[config.mk]
export PLATFORM = sky130hd
export DESIGN_NAME = sdram_cmd_monitor
export DESIGN_NICKNAME = d
export VERILOG_FILES = /design/src/rtl/sdmon_pkg.sv /design/src/rtl/sdmon_decode.sv /design/src/rtl/sdmon_judge.sv /design/src/rtl/sdmon_bank.sv /design/src/rtl/sdram_cmd_monitor.sv
export SDC_FILE = /design/constraint.sdc
export NUM_CORES = 1
export LEC_CHECK = 0
export BUFFER_PORTS_ARGS = -buffer_cell sky130_fd_sc_hd__buf_2
export CORE_MARGIN = 2
export CORE_UTILIZATION = 45
export DETAILED_ROUTE_END_ITERATION = 6
export GPL_TIMING_DRIVEN = 0
export PLACE_DENSITY_LB_ADDON = 0.12
export SETUP_SLACK_MARGIN = 0.2
export SLEW_MARGIN = 30
export SYNTH_ARGS = -nofsm -noshare
export SYNTH_HDL_FRONTEND = slang
export SYNTH_SLANG_ARGS = --single-unit
[constraint.sdc]
create_clock -name clk -period 7.1 [get_ports clk]
set_input_delay 1.775 -clock clk [delete_from_list [all_inputs] [get_ports clk]]
set_output_delay 1.775 -clock clk [all_outputs]
set_load 0.01 [all_outputs]
[src/rtl/sdmon_pkg.sv]
// Shared types for the SDRAM command monitor: decoded commands, bank
// states, violation codes and the per-bank action a command causes.
// Assumes 3-bit state and code encodings are visible on the top ports.
package sdmon_pkg;

    typedef enum logic [2:0] {
        BS_IDLE    = 3'd0,
        BS_OPENING = 3'd1,
        BS_OPEN    = 3'd2,
        BS_RD      = 3'd3,
        BS_WR      = 3'd4,
        BS_RD_AP   = 3'd5,
        BS_WR_AP   = 3'd6,
        BS_CLOSING = 3'd7
    } bank_st_e;

    typedef enum logic [3:0] {
        CMD_NOP, CMD_ACT, CMD_RD, CMD_WR, CMD_PRE,
        CMD_BT, CMD_REF, CMD_LMR, CMD_SREF
    } cmd_e;

    typedef enum logic [2:0] {
        VC_NONE      = 3'd0,
        VC_NO_ROW    = 3'd1,
        VC_ROW_OPEN  = 3'd2,
        VC_BUSY      = 3'd3,
        VC_NOT_IDLE  = 3'd4,
        VC_NO_BURST  = 3'd5
    } viol_e;

    typedef enum logic [2:0] {
        BA_NONE, BA_OPEN, BA_RD, BA_WR, BA_RD_AP, BA_WR_AP, BA_CLOSE, BA_END
    } bank_act_e;

    // True while a row is open or opening (precharge has work to do).
    function automatic logic has_row(bank_st_e s);
        return (s == BS_OPENING) || (s == BS_OPEN) || (s == BS_RD) || (s == BS_WR);
    endfunction

    // True for a burst without auto precharge.
    function automatic logic plain_burst(bank_st_e s);
        return (s == BS_RD) || (s == BS_WR);
    endfunction

    // True for either auto-precharge state.
    function automatic logic auto_pre(bank_st_e s);
        return (s == BS_RD_AP) || (s == BS_WR_AP);
    endfunction

endpackage

[src/rtl/sdmon_decode.sv]
// Turns the four command pins and CKE history into one decoded command.
// The refresh encoding sampled while CKE falls becomes self-refresh entry.
module sdmon_decode
    import sdmon_pkg::*;
(
    input  logic cke,
    input  logic cke_q,
    input  logic cs_n,
    input  logic ras_n,
    input  logic cas_n,
    input  logic we_n,
    output cmd_e cmd
);

    // Pin pattern to command.
    always_comb begin
        cmd = CMD_NOP;
        if (!cs_n) begin
            unique case ({ras_n, cas_n, we_n})
                3'b011:  cmd = CMD_ACT;
                3'b101:  cmd = CMD_RD;
                3'b100:  cmd = CMD_WR;
                3'b010:  cmd = CMD_PRE;
                3'b110:  cmd = CMD_BT;
                3'b001:  cmd = (cke_q && !cke) ? CMD_SREF : CMD_REF;
                3'b000:  cmd = CMD_LMR;
                default: cmd = CMD_NOP;
            endcase
        end
    end

endmodule

[src/rtl/sdmon_judge.sv]
// Judges a decoded command against all bank states. It yields a violation
// code and, for a legal command, the action each bank must take.
// Assumes en is low for commands that must be ignored.
module sdmon_judge
    import sdmon_pkg::*;
#(
    parameter int NB   = 4,
    parameter int BA_W = 2
) (
    input  logic            en,
    input  cmd_e            cmd,
    input  logic [BA_W-1:0] ba,
    input  logic            a10,
    input  bank_st_e        st  [NB],
    output viol_e           code,
    output bank_act_e       act [NB]
);

    logic     any_ap;
    logic     any_burst;
    logic     all_idle;
    bank_st_e tgt;

    // Summaries over all banks and the addressed bank's state.
    always_comb begin
        any_ap    = 1'b0;
        any_burst = 1'b0;
        all_idle  = 1'b1;
        for (int b = 0; b < NB; b++) begin
            any_ap    = any_ap | auto_pre(st[b]);
            any_burst = any_burst | plain_burst(st[b]);
            all_idle  = all_idle & (st[b] == BS_IDLE);
        end
        tgt = st[ba];
    end

    // Legality of the command.
    always_comb begin
        code = VC_NONE;
        unique case (cmd)
            CMD_ACT: begin
                if (has_row(tgt))          code = VC_ROW_OPEN;
                else if (tgt != BS_IDLE)   code = VC_BUSY;
            end
            CMD_RD, CMD_WR: begin
                if (auto_pre(tgt))         code = VC_BUSY;
                else if (!(tgt == BS_OPEN || plain_burst(tgt))) code = VC_NO_ROW;
            end
            CMD_PRE: begin
                if (a10 ? any_ap : auto_pre(tgt)) code = VC_BUSY;
            end
            CMD_BT: begin
                if (!any_burst)            code = VC_NO_BURST;
            end
            CMD_REF, CMD_LMR, CMD_SREF: begin
                if (!all_idle)             code = VC_NOT_IDLE;
            end
            default: code = VC_NONE;
        endcase
        if (!en) code = VC_NONE;
    end

    // Per-bank effect of a legal, judged command.
    always_comb begin
        for (int b = 0; b < NB; b++) begin
            act[b] = BA_NONE;
            if (en && code == VC_NONE) begin
                unique case (cmd)
                    CMD_ACT: if (ba == BA_W'(b)) act[b] = BA_OPEN;
                    CMD_RD, CMD_WR: begin
                        if (ba == BA_W'(b)) begin
                            if (cmd == CMD_RD) act[b] = a10 ? BA_RD_AP : BA_RD;
                            else               act[b] = a10 ? BA_WR_AP : BA_WR;
                        end else if (plain_burst(st[b])) begin
                            act[b] = BA_END;
                        end
                    end
                    CMD_PRE: if ((a10 || ba == BA_W'(b)) && has_row(st[b])) act[b] = BA_CLOSE;
                    CMD_BT:  if (plain_burst(st[b])) act[b] = BA_END;
                    default: act[b] = BA_NONE;
                endcase
            end
        end
    end

endmodule

[src/rtl/sdmon_bank.sv]
// One bank's state machine with its own down-counter. A timed state holds
// for the loaded count and then falls to its exit state. Assumes the judge
// only sends actions that are legal for the current state.
module sdmon_bank
    import sdmon_pkg::*;
#(
    parameter int CNT_W = 6
) (
    input  logic             clk,
    input  logic             rst_n,
    input  bank_act_e        act_i,
    input  logic [CNT_W-1:0] rcd_i,
    input  logic [CNT_W-1:0] rp_i,
    input  logic [CNT_W-1:0] bl_i,
    output bank_st_e         st_o
);

    localparam int LW = CNT_W + 1;

    bank_st_e        st, nxt_st, timed_st, tgt_st;
    logic [LW-1:0]   cnt, nxt_cnt, load;
    logic            use_load;
    logic [LW-1:0]   rcd_m1, rp_m1, bl_x;

    // Hold lengths derived from the programmed counts.
    always_comb begin
        bl_x   = {1'b0, bl_i};
        rcd_m1 = (rcd_i == '0) ? '0 : ({1'b0, rcd_i} - LW'(1));
        rp_m1  = (rp_i  == '0) ? '0 : ({1'b0, rp_i}  - LW'(1));
    end

    // Next state and count from the action or the running timer.
    always_comb begin
        nxt_st   = st;
        nxt_cnt  = cnt;
        use_load = 1'b0;
        load     = '0;
        timed_st = BS_IDLE;
        tgt_st   = BS_IDLE;
        unique case (act_i)
            BA_OPEN:  begin use_load = 1'b1; load = rcd_m1;        timed_st = BS_OPENING; tgt_st = BS_OPEN; end
            BA_RD:    begin use_load = 1'b1; load = bl_x;          timed_st = BS_RD;      tgt_st = BS_OPEN; end
            BA_WR:    begin use_load = 1'b1; load = bl_x;          timed_st = BS_WR;      tgt_st = BS_OPEN; end
            BA_RD_AP: begin use_load = 1'b1; load = bl_x + rp_m1;  timed_st = BS_RD_AP;   tgt_st = BS_IDLE; end
            BA_WR_AP: begin use_load = 1'b1; load = bl_x + rp_m1;  timed_st = BS_WR_AP;   tgt_st = BS_IDLE; end
            BA_CLOSE: begin use_load = 1'b1; load = rp_m1;         timed_st = BS_CLOSING; tgt_st = BS_IDLE; end
            BA_END:   begin nxt_st = BS_OPEN; nxt_cnt = '0; end
            default: begin
                if (st != BS_IDLE && st != BS_OPEN) begin
                    if (cnt <= LW'(1)) begin
                        nxt_st  = (st == BS_OPENING || plain_burst(st)) ? BS_OPEN : BS_IDLE;
                        nxt_cnt = '0;
                    end else begin
                        nxt_cnt = cnt - LW'(1);
                    end
                end
            end
        endcase
        if (use_load) begin
            if (load == '0) begin
                nxt_st  = tgt_st;
                nxt_cnt = '0;
            end else begin
                nxt_st  = timed_st;
                nxt_cnt = load;
            end
        end
    end

    // State register with synchronous reset to idle.
    always_ff @(posedge clk) begin
        if (!rst_n) begin
            st  <= BS_IDLE;
            cnt <= '0;
        end else begin
            st  <= nxt_st;
            cnt <= nxt_cnt;
        end
    end

    assign st_o = st;

endmodule

[src/rtl/sdram_cmd_monitor.sv]
// Top of the SDRAM command legality monitor. It tracks CKE history and the
// self-refresh exit window, judges each command and registers the result.
// Assumes NUM_BANKS is a power of two of at least 2.
module sdram_cmd_monitor
    import sdmon_pkg::*;
#(
    parameter int NUM_BANKS = 4,
    parameter int CNT_W     = 6,
    localparam int BA_W     = $clog2(NUM_BANKS)
) (
    input  logic                   clk,
    input  logic                   rst_n,
    input  logic                   cke,
    input  logic                   cs_n,
    input  logic                   ras_n,
    input  logic                   cas_n,
    input  logic                   we_n,
    input  logic [BA_W-1:0]        ba,
    input  logic                   a10,
    input  logic [CNT_W-1:0]       rcd_cycles,
    input  logic [CNT_W-1:0]       rp_cycles,
    input  logic [CNT_W-1:0]       burst_cycles,
    input  logic [CNT_W-1:0]       xsr_cycles,
    output logic [3*NUM_BANKS-1:0] bank_state,
    output logic                   viol,
    output logic [2:0]             viol_code
);

    logic             cke_q;
    logic             sr_flag;
    logic [CNT_W-1:0] xsr_cnt;
    logic             judge_en;
    cmd_e             dec_cmd;
    viol_e            code;
    bank_st_e         bank_st  [NUM_BANKS];
    bank_act_e        bank_act [NUM_BANKS];

    sdmon_decode u_decode (
        .cke   (cke),
        .cke_q (cke_q),
        .cs_n  (cs_n),
        .ras_n (ras_n),
        .cas_n (cas_n),
        .we_n  (we_n),
        .cmd   (dec_cmd)
    );

    // Commands count only with CKE high twice, or on self-refresh entry.
    assign judge_en = cke_q && (xsr_cnt == '0) && (cke || dec_cmd == CMD_SREF);

    sdmon_judge #(.NB(NUM_BANKS), .BA_W(BA_W)) u_judge (
        .en   (judge_en),
        .cmd  (dec_cmd),
        .ba   (ba),
        .a10  (a10),
        .st   (bank_st),
        .code (code),
        .act  (bank_act)
    );

    for (genvar b = 0; b < NUM_BANKS; b++) begin : g_bank
        sdmon_bank #(.CNT_W(CNT_W)) u_bank (
            .clk   (clk),
            .rst_n (rst_n),
            .act_i (bank_act[b]),
            .rcd_i (rcd_cycles),
            .rp_i  (rp_cycles),
            .bl_i  (burst_cycles),
            .st_o  (bank_st[b])
        );
        assign bank_state[3*b +: 3] = bank_st[b];
    end

    // CKE history, self-refresh tracking and the exit window counter.
    always_ff @(posedge clk) begin
        if (!rst_n) begin
            cke_q   <= cke;
            sr_flag <= 1'b0;
            xsr_cnt <= '0;
        end else begin
            cke_q <= cke;
            if (judge_en && dec_cmd == CMD_SREF && code == VC_NONE) begin
                sr_flag <= 1'b1;
            end else if (sr_flag && cke && !cke_q) begin
                sr_flag <= 1'b0;
                xsr_cnt <= xsr_cycles;
            end else if (xsr_cnt != '0) begin
                xsr_cnt <= xsr_cnt - CNT_W'(1);
            end
        end
    end

    // Registered violation strobe and code.
    always_ff @(posedge clk) begin
        if (!rst_n) begin
            viol      <= 1'b0;
            viol_code <= 3'd0;
        end else begin
            viol      <= (code != VC_NONE);
            viol_code <= code;
        end
    end

endmodule

## After elaboration in Yosys (flattened, before gate mapping)

Index checks and enable logic that the tools add are counted.

- Output and inout bits: 16
- Register bits: 52

- Eq/ne operators: 83
- Order comparisons: 5
- Muxes and demuxes: 109
- Bitwise operators: 11
- Reduce and logical (&&, ||, !) cells: 111
- Add/sub/neg operators: 8

Operator list:

| cell | count |
|---|---|
| 3-bit two-way mux | 42 |
| 7-bit two-way mux | 18 |
| 7-bit one-hot mux with 4 select lines | 4 |
| 3-bit == test, second input constant | 34 |
| 3-bit one-hot mux with 6 select lines | 4 |
| 3-bit by 2-bit == test with 1-bit output, second input constant | 20 |
| 7-bit one-hot mux with 2 select lines | 4 |
| 3-bit one-hot mux with 4 select lines | 4 |
| 3-bit nonzero test | 14 |
| 1-bit logical OR | 35 |
| 3-bit by 1-bit == test with 1-bit output, second input constant | 10 |
| 7-bit by 1-bit less-or-equal comparator with 1-bit output, second input constant | 4 |
| 7-bit zero test | 4 |
| 4-bit one-hot mux with 7 select lines | 1 |
| 7-bit by 1-bit subtractor with 7-bit output, second input constant | 4 |
| 3-bit one-hot mux with 2 select lines | 4 |
| 6-bit OR reduction | 4 |
| 2-bit two-way mux | 10 |
| 3-bit zero test | 6 |
| 6-bit zero test | 3 |
| 2-bit OR reduction | 9 |
| 4-bit by 3-bit == test with 1-bit output, second input constant | 4 |
| 1-bit logical AND | 16 |
| 3-bit one-hot mux with 5 select lines | 1 |
| 26 further kinds | 68 |

## Longest topological paths before layout

Gate-level depths: netlist of run 1.

- Word-level depth: 20
- Gate-level depth with buffers: 17
- Mapped depth without buffers: 17

## By module

From an unflattened synthesis of run 1, not the netlist that was laid out.

- Cells, all modules: 899
- Area total of the unflattened synthesis: 6720.2 µm²

By module, submodules not included:

| module | seq. area each (µm²) | times used | area an instance (µm²) | cells an instance |
|---|---|---|---|---|
| sdmon_bank (g_bank[0].u_bank ...) | 200.2 | 3 | 1248.7 | 167 |
| sdmon_bank (g_bank[3].u_bank) | 200.2 | 1 | 1275.0 | 169 |
| sdmon_judge | 0.0 | 1 | 1043.5 | 155 |
| sdram_cmd_monitor | 240.2 | 1 | 578.1 | 64 |
| sdmon_decode | 0.0 | 1 | 77.6 | 10 |

## Least setup slack after synthesis of run 1

No wires, ideal clock.

- Kind: input port to flip-flop
- Start: input rp_cycles[0]
- End: register g_bank[0].u_bank.st[1]
- Stages: 17
- Buffers on the path: 0
- Path slack: 1582 ps
- Arrival: 5425 ps
- Setup time: 92 ps
- Cell sequence: inv_1 -> ha_1 -> or4b_2 -> nor2_1 -> nor2_1 -> ha_1 -> fa_1 -> a21oi_1 -> o211ai_1 -> a21oi_1 -> xnor2_1 -> nor2_1 -> nor2_1 -> a41oi_1 -> or4b_4 -> mux2i_1 -> o32ai_1

- Word-level cells in the longest chain between the ends: 7
- Elaborated cells on any way between the ends: 8
- Classes of those cells: add/sub (2); mux (4); reduce/logical (2)

Ends and longest elaborated chain:

| element | line | RTL |
|---|---|---|
| start, declared | sdram_cmd_monitor.sv:21 | `input logic [CNT_W-1:0] rp_cycles,` |
| 6-bit by 1-bit subtractor with 7-bit output or 6-bit zero test (tied branches) | sdmon_bank.sv:29 | `rp_m1 = (rp_i == '0) ? '0 : ({1'b0, rp_i} - LW'(1));` |
| 7-bit two-way mux (*) | sdmon_bank.sv:29 |  |
| 6-bit by 7-bit adder with 7-bit output | sdmon_bank.sv:44, sdmon_bank.sv:45 |  |
| 7-bit one-hot mux with 4 select lines (*) | sdmon_bank.sv:40 | `unique case (act_i)` |
| 7-bit zero test (*) | sdmon_bank.sv:60 | `if (load == '0) begin` |
| 3-bit two-way mux (*) | sdmon_bank.sv:60 |  |
| 3-bit two-way mux (*) | sdmon_bank.sv:59 | `if (use_load) begin` |
| end signal, assigned | sdmon_bank.sv:76 | `st <= nxt_st;` |
| end, declared | sdmon_bank.sv:20 | `bank_st_e st, nxt_st, timed_st, tgt_st;` |

Mark *: on every way between the ends. The rest lies on a longest branch, timed or not.
A chain may end at the register's enable or synchronous reset.

## Final worst setup path of run 1

- Start: input rp_cycles[0]
- End: register g_bank[2].u_bank.st[1]

- Word-level cells in the longest chain between the ends: 7
- Elaborated cells on any way between the ends: 8
- Classes of those cells: add/sub (2); mux (4); reduce/logical (2)

Ends and longest elaborated chain:

| element | line |
|---|---|
| 6-bit by 1-bit subtractor with 7-bit output or 6-bit zero test (tied branches) | sdmon_bank.sv:29 |
| 7-bit two-way mux (*) | sdmon_bank.sv:29 |
| 6-bit by 7-bit adder with 7-bit output | sdmon_bank.sv:44, sdmon_bank.sv:45 |
| 7-bit one-hot mux with 4 select lines (*) | sdmon_bank.sv:40 |
| 7-bit zero test (*) | sdmon_bank.sv:60 |
| 3-bit two-way mux (*) | sdmon_bank.sv:60 |
| 3-bit two-way mux (*) | sdmon_bank.sv:59 |
| end signal, assigned | sdmon_bank.sv:76 |
| end, declared | sdmon_bank.sv:20 |

Marks and branches as above.

==> metrics.md, run 1 <==
| Metric | Value |
|---|---|
| Die Area | 13,100 um^2 |
| Root buffer cell | clkbuf_16 |
| Worst hold slack | 0.461 ns |
| Largest area contributor in the netlist | dfxtp_1 |
| Max frequency | 162 MHz |
| Post-layout net count | 892 |
| Syn Nets | 842 |
| Tot GR Track Use | 0.319 |
| Worst EP required | 7.33 ns |
| GP Congestion | 1.02 |
| P&R area growth vs syn | 10.4% |
| RSZ-0062 raised after global routing | no |
| Number of flops mapped to enable cells by yosys | 0 |
| N_diodes | 0 |
| I/O Buffers | 43 |
| FFs w/ async S/R, synth | 0 |
| Ports | 50 |
| CTS Buf Count | 5 |
| TritonCTS clock tree | done |
| Post-synth top area share | 0.190 |
| Fin area | 6060 um^2 |
| Status | finished with violations |
| Synthesized area per cell | 6.96 um^2 |
| Routed Antenna Nets | 0 |
| CTS H-tree depth | 2 |
| Post-Syn Instances | 788 |
| Skew-Pair Late Insertion Delay | 0.31 ns |
| Post-synth cell types | 80 |
| Failing checks | design-rule violations |
| Initial drt markers | 654 |
| Fin util | 0.506 |
| Number of global-route vias before repair | 5,953 |
| Core area | 12,000 um^2 |
| Final Slew Violations | 0 |
| Period utilization | 0.867 |
| DRC viols | 2 |
| Post-route minimum period | 6.16 ns |
| Drt via density | 6.54 |
| Via count | 6,449 |
| Final setup viols | 0 |
| CP startpoint kind | primary input |
| PwrDens | 152 nW/um^2 |
| Hold Fails Final Rpt | 0 |
| Critical path class | primary input to flip-flop |
| Cell with the most instances after synthesis | nor2_1 |
| Worst setup EP type | flip-flop |
| Hold Crit Class | flip-flop to flip-flop |
| Post-CTS setup buffers | 0 |
| Final setup margin | 0.945 ns |
| Worst path cell trace | buf_2, inv_1, ha_1, or4b_2, nor2_1, nor2_1, ha_1, fa_1, a21o_1, a211oi_1, o22ai_1, a222oi_1, nand4_1, nor4_1, nand3_1, a21oi_1, a21oi_1, o31ai_1 |
| Clock Pin Slew Worst Setup and Hold Paths | 0.07 ns |
| First-pass GRT wire length | 32.3 mm |
| Syn Std Cell Area | 5490 um^2 |
| Number of synthesis warnings | 0 |
| Normalized max-slew margin | 0.272 |
| Largest net degree at the start of global routing | 18 |
| Hold buffer count at cts | 0 |
| Largest stage delay on the critical path | 0.61 ns |
| Worst-path maximum fanout | 7 |
| Fraction of layout cells with a size suffix above 1 | 0.116 |
| Drt first pass iters | 7 |
| Grt total ovfl | 0 |
| Slew @ Worst Pin | 1.08 ns |
| Seq/Total Area, Yosys | 0.190 |
| Leak Pwr | 2.30 nW |
| #FFs+latches synth | 52 |
| Row cnt | 40 |
| Maximum vdd drop | 0.182 mV |
| Clock Skew | 0.00619 ns |
| CP max stage cell | or4b_2 |
| Crit path DAT | 6.39 ns |
| Synth Flop Type | dfxtp_1 |
| Die span in x | 114 um |
| Final wirelength | 20.7 mm |
| WL/cell | 21.0 um |
| Clock Tree Buf Depth | 2 |
| Placed inst area | 5900 um^2 |
| Sink Count | 52 |
| Initial antenna violation count | 0 |
| Area contributors post-synth | dfxtp_1 19%, nor2_1 6.6%, a21oi_1 6.6% |
| DP Worst Slack | 0.715 ns |
| Cts repair resizes | 0 |
| # Max-Cap Violations | 0 |
| Setup TNS | 0 ns |
| Starting Density | 0.459 |
| Post-synth top cells | 97 x nor2_1, 72 x a21oi_1, 68 x o21ai_0 |
| Height of the die | 114 um |
| Hpwl dp | 16.1 mm |
## final cells by class
cell class              instances  area (um^2)
plain buffers                  42          185
inverters                      30          113
repair buffers                 43          215
multi-input cells             664         4170
well taps                     147          184
clock buffers                   5          125
clock inverters                 3         22.5
fillers                      1254         5900
flip-flops and latches         52         1040
## routing by layer
metal,GRT usage,part of all wire
met1,0.443,0.46
met2,0.479,0.42
met3,0.0619,0.082
met4,0.141,0.041
met5,0,0
## kinds of logic after synthesis
logic type,Yosys count,share of synthesized area
AOI/OAI and AO/OA,269,0.317
xor gates and xnor gates,18,0.0287
adders and majority gates,20,0.0470
buffers and inverters,72,0.0543
DFF,52,0.190
muxes,19,0.0422
and+or+nand+nor,338,0.321
## flip-flops by register name (all words and copies together) (netlist names)
name	cells
xsr_cnt	6
viol	1
cke_q	1
g_bank.u_bank.st_o	12
viol_code	3
sr_flag	1
g_bank.u_bank.cnt	28
## placed cells by master (no fill, tap or decap), drive strengths merged, types with 7 or more instances in the layout
| cell | instances |
|---|---|
| a22oi | 11 |
| nor3 | 42 |
| nand3 | 22 |
| a222oi | 8 |
| o211ai | 11 |
| nor3b | 9 |
| nor2 | 97 |
| nand4 | 8 |
| mux2i | 13 |
| buf | 56 |
| nand2b | 12 |
| and3 | 10 |
| a21oi | 73 |
| o21ai | 82 |
| nor2b | 13 |
| o22ai | 11 |
| or3 | 12 |
| nor4 | 12 |
| dfxtp | 52 |
| inv | 31 |
| a221oi | 8 |
| clkbuf | 34 |
| xnor2 | 9 |
| a211oi | 11 |
| ha | 19 |
| nand2 | 64 |
| xor2 | 9 |
| o21a | 7 |
## worst max-delay path: cells and delay by family
family,cells,cell delay (ns)
AO/OA/AOI/OAI,7,1.79
adder cells (fa/ha/maj),3,0.95
AND/OR/NAND/NOR,6,1.67
buffers and inverters,2,0.19
## through the flow
step	power (mW)	cells
2_1_floorplan	0.561	788
4_1_cts	0.917	986
3_5_place_dp	0.661	978
3_3_place_gp	0.648	978
5_1_grt	0.968	986
6_report	0.918	986
## power breakdown
| part | leakage [nW] | switching [mW] | internal, mW |
|---|---|---|---|
| sequential | 0.420 | 0.0144 | 0.309 |
| combinational | 1.81 | 0.221 | 0.121 |
| clock | 0.0742 | 0.121 | 0.132 |
| total | 2.30 | 0.356 | 0.562 |
## final timing paths
path | from | endpoint | slack (ns) | cells after the start
max | rp_cycles[0] | g_bank[2].u_bank.st_o[1] | 0.94 | 18
min reg2reg | g_bank[0].u_bank.cnt[5] | g_bank[0].u_bank.cnt[5] | 0.46 | 2
min | g_bank[0].u_bank.cnt[5] | g_bank[0].u_bank.cnt[5] | 0.46 | 2
max reg2reg | g_bank[0].u_bank.st_o[0] | g_bank[3].u_bank.cnt[2] | 3.13 | 11
No activity file was read; power rests on OpenSTA's default activity.
==> inputs of run 2 (changes only) <==
CTS_BUF_LIST = sky130_fd_sc_hd__clkbuf_4 sky130_fd_sc_hd__clkbuf_8   (was default)
==> run 2 against run 1 <==
Clock skew grew 0.0021 ns. Largest power group unchanged. Die area is the same. Highest routed layer unchanged. Utilization down 0.47 points. Combinational power about the same. Cell count stayed put. Global-route usage barely moved. The run now ends clean.
==> metrics.md, run 2 (same netlist as run 1, synthesis figures left out) <==
| Metric | Value |
|---|---|
| Starting Density | 0.459 (unchanged) |
| Die span in x | 114 um (unchanged) |
| TritonCTS clock tree | done |
| Status | complete, no violations |
| Placed Cells | 978 (unchanged) |
| Crit path DAT | 6.41 ns (+0.02 ns) |
| Worst setup EP type | flip-flop |
| N_diodes | 0 (unchanged) |
| Grt total ovfl | 0 (unchanged) |
| CTS Buf Count | 5 (unchanged) |
| Max frequency | 163 MHz (+0.37%) |
| I/O Buffers | 43 (unchanged) |
| Normalized max-slew margin | 0.256 (-0.0163) |
| Setup TNS | 0 ns (unchanged) |
| Post-layout net count | 892 (unchanged) |
| Hold Fails Final Rpt | 0 (unchanged) |
| Most common cell after layout, fill and taps aside | nor2_1 |
| Maximum vdd drop | 0.182 mV (-0.15%) |
| Total power | 0.849 mW (-7.5%) |
| Final setup viols | 0 (unchanged) |
| # Max-Cap Violations | 0 (unchanged) |
| First-pass GRT wire length | 32.4 mm (+0.21%) |
| Fin area | 6000 um^2 (-0.93%) |
| Initial antenna violation count | 0 (unchanged) |
| Routed Antenna Nets | 0 (unchanged) |
| Drt via density | 6.55 (+0.20%) |
| Fin util | 0.502 (-0.00471) |
| Most frequent cells in the layout | 97 x nor2_1, 72 x a21oi_1, 68 x o21ai_0 |
| Largest Register | g_bank.u_bank.cnt |
| Hold buffer count at cts | 0 (unchanged) |
| Via count | 6,462 (+0.20%) |
| Drt first pass iters | 5 (-2) |
| Core area | 12,000 um^2 (unchanged) |
| Worst Path Buf+Inv | 2 (unchanged) |
| Skew-Pair Late Insertion Delay | 0.35 ns (+0.04 ns) |
| CP startpoint kind | primary input |
| Final Slew Violations | 0 (unchanged) |
| Sink Count | 52 (unchanged) |
| DRC viols | 0 (-2) |
| Cts repair resizes | 0 (unchanged) |
| Final wirelength | 20.7 mm (-0.42%) |
| Worst path cell trace | buf_2, inv_1, ha_1, or4b_2, nor2_1, nor2_1, ha_1, fa_1, a21o_1, a211oi_1, o22ai_1, a222oi_1, nand4_1, nor4_1, nand3_1, a21oi_1, a21oi_1, o31ai_1 |
| Number of global-route vias before repair | 5,954 (+0.017%) |
| Final setup margin | 0.967 ns (+0.0228 ns) |
| Clock Tree Buf Depth | 2 (unchanged) |
| Post-CTS setup buffers | 0 (unchanged) |
| Post-route minimum period | 6.13 ns (-0.0228 ns) |
| Fraction of layout cells with a size suffix above 1 | 0.116 (unchanged) |
| Worst-path maximum fanout | 7 (unchanged) |
| Die Area | 13,100 um^2 (unchanged) |
| Final std cells w/o fill | 986 (unchanged) |
| Hold Crit Class | flip-flop to flip-flop |
| Hpwl dp | 16.1 mm (unchanged) |
| Clock Skew | 0.00826 ns (+0.00207 ns) |
| WL/cell | 21.0 um (-0.42%) |
| Largest stage delay on the critical path | 0.62 ns (about the same) |
| Number of flip-flops in the largest register | 28 (unchanged) |
| Period utilization | 0.864 (-0.00322) |
| Slew @ Worst Pin | 1.11 ns (+0.0242 ns) |
| PwrDens | 142 nW/um^2 (-6.6%) |
| Initial drt markers | 678 (+3.7%) |
| GP Congestion | 1.02 (unchanged) |
| Ports | 50 (unchanged) |
| Clock Pin Slew Worst Setup and Hold Paths | 0.10 ns (+0.03 ns) |
| Largest net degree at the start of global routing | 18 (unchanged) |
| Critical path class | primary input to flip-flop |
| P&R area growth vs syn | 9.40% |
| Height of the die | 114 um (unchanged) |
| Worst path top cell family by delay | compound AO/OA/AOI/OAI gates |
| Row cnt | 40 (unchanged) |
| Tot GR Track Use | 0.319 (+0.000445) |
| CP max stage cell | or4b_2 |
| RSZ-0062 raised after global routing | no |
| Leak Pwr | 2.28 nW (-1.1%) |
| CTS H-tree depth | 2 (unchanged) |
| Root buffer cell | clkbuf_8 |
| Placed inst area | 5900 um^2 (unchanged) |
| Worst EP required | 7.37 ns (+0.04 ns) |
| DP Worst Slack | 0.715 ns (unchanged) |
| Worst hold slack | 0.467 ns (+0.00632 ns) |
## run 2: cell counts in the layout (fill, tap and decap cells not counted)
No cell type changed its count.
## run 2: report_power, final
part | internal (mW) | switching (mW)
combinational | 0.121 | 0.221
sequential | 0.309 | 0.0143
clock | 0.0708 | 0.114
total | 0.501 | 0.349
## run 2: layer usage
layer	up-vias	global-route usage	share of wire
met4	0	0.146	0.040
met2	319	0.484	0.43
met1	3035	0.445	0.45
li1	3060	-	-
met3	48	0.0498	0.082
met5	-	0	0
## run 2: final timing paths
path	slack (ns)	start	cells after the start	to
min	0.47	g_bank[0].u_bank.cnt[5]	2	g_bank[0].u_bank.cnt[5]
max reg2reg	3.05	g_bank[1].u_bank.st_o[0]	12	g_bank[3].u_bank.cnt[2]
min reg2reg	0.47	g_bank[0].u_bank.cnt[5]	2	g_bank[0].u_bank.cnt[5]
max	0.97	rp_cycles[0]	18	g_bank[2].u_bank.st_o[1]
## run 2: final cells by class
| class | instances | area, um^2 |
|---|---|---|
| flip-flops and latches | 52 | 1040 |
| fillers | 1262 | 5960 |
| plain buffers | 42 | 185 |
| repair buffers | 43 | 215 |
| multi-input cells | 664 | 4170 |
| well taps | 147 | 184 |
| inverters | 30 | 113 |
| clock buffers | 5 | 68.8 |
| clock inverters | 3 | 22.5 |
## run 2: tightest hold or removal path: cells and delay by family, from the launching register on
| kind | cells | cell delay, ns |
|---|---|---|
| compound gates | 1 | 0.05 |
| flops | 1 | 0.33 |
| simple gates | 1 | 0.05 |
==> inputs of run 3 (changes only) <==
PLACE_DENSITY = 0.67   (was default)
PLACE_DENSITY_LB_ADDON = default   (was 0.12)
==> run 3 against run 2 <==
Setup slack improved by 0.0056 ns. Sequential power about the same. Cell area increased by 0.23%. Clock power decreased by 6%. Routed wire length decreased by 0.79%. Sequential cell count unchanged. Critical path depth unchanged. Via count about the same. Clock-buffer cell count unchanged. Maximum frequency about the same. Total power decreased by 1.5%.
==> metrics.md, run 3 (same netlist as run 1, synthesis figures left out) <==
| Metric | Value |
|---|---|
| DRC viols | 0 (unchanged) |
| Via count | 6,466 (+0.062%) |
| Sink Count | 52 (unchanged) |
| Height of the die | 114 um (unchanged) |
| Critical path's most frequent cell | nor2_1 |
| CTS H-tree depth | 2 (unchanged) |
| P&R area growth vs syn | 9.65% |
| Initial antenna violation count | 0 (unchanged) |
| Worst hold slack | 0.463 ns (-0.00385 ns) |
| Max frequency | 163 MHz (about the same) |
| Clock Pin Slew Worst Setup and Hold Paths | 0.10 ns (about the same) |
| Largest Register | g_bank.u_bank.cnt |
| Final setup margin | 0.973 ns (+0.00564 ns) |
| I/O Buffers | 43 (unchanged) |
| Hold Crit Class | flip-flop to flip-flop |
| Ports | 50 (unchanged) |
| Reg area | 1040 um^2 (unchanged) |
| Worst-path maximum fanout | 7 (unchanged) |
| Final Slew Violations | 0 (unchanged) |
| CP max stage cell | or4b_2 |
| Slew @ Worst Pin | 0.955 ns (-0.152 ns) |
| Drt via density | 6.56 (+0.16%) |
| DP Worst Slack | 0.727 ns (+0.0123 ns) |
| Post-layout net count | 892 (unchanged) |
| Post-route minimum period | 6.13 ns (-0.00564 ns) |
| Clock power frac | 0.207 (-0.010) |
| Die Area | 13,100 um^2 (unchanged) |
| Tot GR Track Use | 0.316 (-0.00316) |
| Clock Skew | 0.0102 ns (+0.00192 ns) |
| Critical path class | primary input to flip-flop |
| PwrDens | 139 nW/um^2 (-1.7%) |
| Worst path top cell family by delay | simple AND/OR/NAND/NOR gates |
| Worst Path Buf+Inv | 2 (unchanged) |
| Drt first pass iters | 6 (+1) |
| Crit path DAT | 6.37 ns (-0.04 ns) |
| WL/cell | 20.8 um (-0.69%) |
| Number of global-route vias before repair | 5,977 (+0.39%) |
| N_diodes | 0 (unchanged) |
| Logic gate share of total power | 0.408 (+0.006) |
| P_sw | 0.339 mW (-2.8%) |
| Row cnt | 40 (unchanged) |
| Starting Density | 0.459 (unchanged) |
| Hold buffer count at cts | 0 (unchanged) |
| TritonCTS clock tree | done |
| Worst setup EP type | flip-flop |
| Root buffer cell | clkbuf_8 |
| Most frequent cells in the layout | 97 x nor2_1, 72 x a21oi_1, 67 x o21ai_0 |
| Multi-input logic area | 4200 um^2 (+0.57%) |
| Status | complete, no violations |
| Normalized max-slew margin | 0.359 (+0.104) |
| Fillers | 1,208 (-4.3%) |
| CP startpoint kind | primary input |
| Core area | 12,000 um^2 (unchanged) |
| Cell Int Power | 0.498 mW (-0.59%) |
| Setup TNS | 0 ns (unchanged) |
| Most common cell after layout, fill and taps aside | nor2_1 |
| Largest net degree at the start of global routing | 16 (-2) |
| Maximum vdd drop | 0.169 mV (-6.9%) |
| Worst EP required | 7.34 ns (-0.03 ns) |
| GP Congestion | 1.04 (+1.4%) |
| Skew-Pair Late Insertion Delay | 0.34 ns (about the same) |
| Final setup viols | 0 (unchanged) |
| Die span in x | 114 um (unchanged) |
| Post-CTS setup buffers | 0 (unchanged) |
| Number of flip-flops in the largest register | 28 (unchanged) |
| Initial drt markers | 922 (+36%) |
| Clock Tree Buf Depth | 2 (unchanged) |
| Worst path cell trace | buf_2, inv_1, ha_1, or4b_2, nor2_1, nor2_1, ha_1, fa_1, a21oi_1, o211ai_1, a21oi_1, xnor2_1, nor2_1, nor2_1, a41oi_1, or4b_4, mux2i_1, o32ai_1 |
| CTS Buf Count | 5 (unchanged) |
| RSZ-0062 raised after global routing | no |
| Sequential share of power | 0.385 (+0.005) |
| Fin util | 0.503 (+0.00115) |
| Routed Antenna Nets | 0 (unchanged) |
| Hold Fails Final Rpt | 0 (unchanged) |
| Hpwl dp | 15.9 mm (-1.3%) |
| Grt total ovfl | 0 (unchanged) |
| Leak Pwr | 2.28 nW (about the same) |
| Largest stage delay on the critical path | 0.61 ns (about the same) |
| Sw Share | 0.405 (-0.00534) |
| Period utilization | 0.863 (about the same) |
| Final wirelength | 20.5 mm (-0.79%) |
| Total power | 0.837 mW (-1.5%) |
| Cts repair resizes | 0 (unchanged) |
| Fraction of layout cells with a size suffix above 1 | 0.113 (-0.00225) |
| First-pass GRT wire length | 32.2 mm (-0.58%) |
| # Max-Cap Violations | 0 (unchanged) |
## run 3: changes by cell type in the layout (fill, tap and decap cells not counted), sizes merged
cell and change:
clkinv -1, clkinvlp +1, inv -1
## run 3: tightest hold or removal path, delay by kind of cell, from the launching register on
family          cells  cell delay (ns)
flops               1             0.32
compound gates      1             0.05
simple gates        1             0.05
## run 3: final timing paths
path                                    to                      from  slack (ns)  cells past startpoint
setup / recovery  g_bank[0].u_bank.st_o[1]              rp_cycles[0]        0.97                     18
hold / removal     g_bank[2].u_bank.cnt[6]   g_bank[2].u_bank.cnt[6]        0.46                      2
setup reg to reg   g_bank[3].u_bank.cnt[6]  g_bank[2].u_bank.st_o[0]        3.16                     12
hold reg to reg    g_bank[2].u_bank.cnt[6]   g_bank[2].u_bank.cnt[6]        0.46                      2
## run 3: power by group through the flow
stage          clock, mW  combinational [mW]  sequential [mW]
2_1_floorplan          0               0.234            0.326
3_3_place_gp           0               0.321            0.328
3_5_place_dp           0               0.331            0.329
4_1_cts            0.180               0.333            0.322
5_1_grt            0.190               0.376            0.325
6_report           0.173               0.341            0.322
## run 3: per-layer routing
layer | global-route usage | part of all wire | wire, um
met1 | 0.422 | 0.44 | 8950
met2 | 0.477 | 0.42 | 8620
met5 | 0 | 0 | 0
met4 | 0.143 | 0.048 | 979
met3 | 0.0842 | 0.095 | 1940
## run 3: area by class of cell
cell class,count,area share
Tap cell,147,0.0306
Clock inverter,2,0.00208
Sequential cell,52,0.173
Multi-Input combinational cell,664,0.698
Clock buffer,5,0.0114
Timing Repair Buffer,43,0.0358
Inverter,30,0.0187
Buffer,42,0.0308
## run 3: through the flow
stage	std cells	instance area, um^2
2_1_floorplan	788	5490
3_3_place_gp	978	5880
3_5_place_dp	978	5900
4_1_cts	985	5990
5_1_grt	985	6010
6_report	985	6010
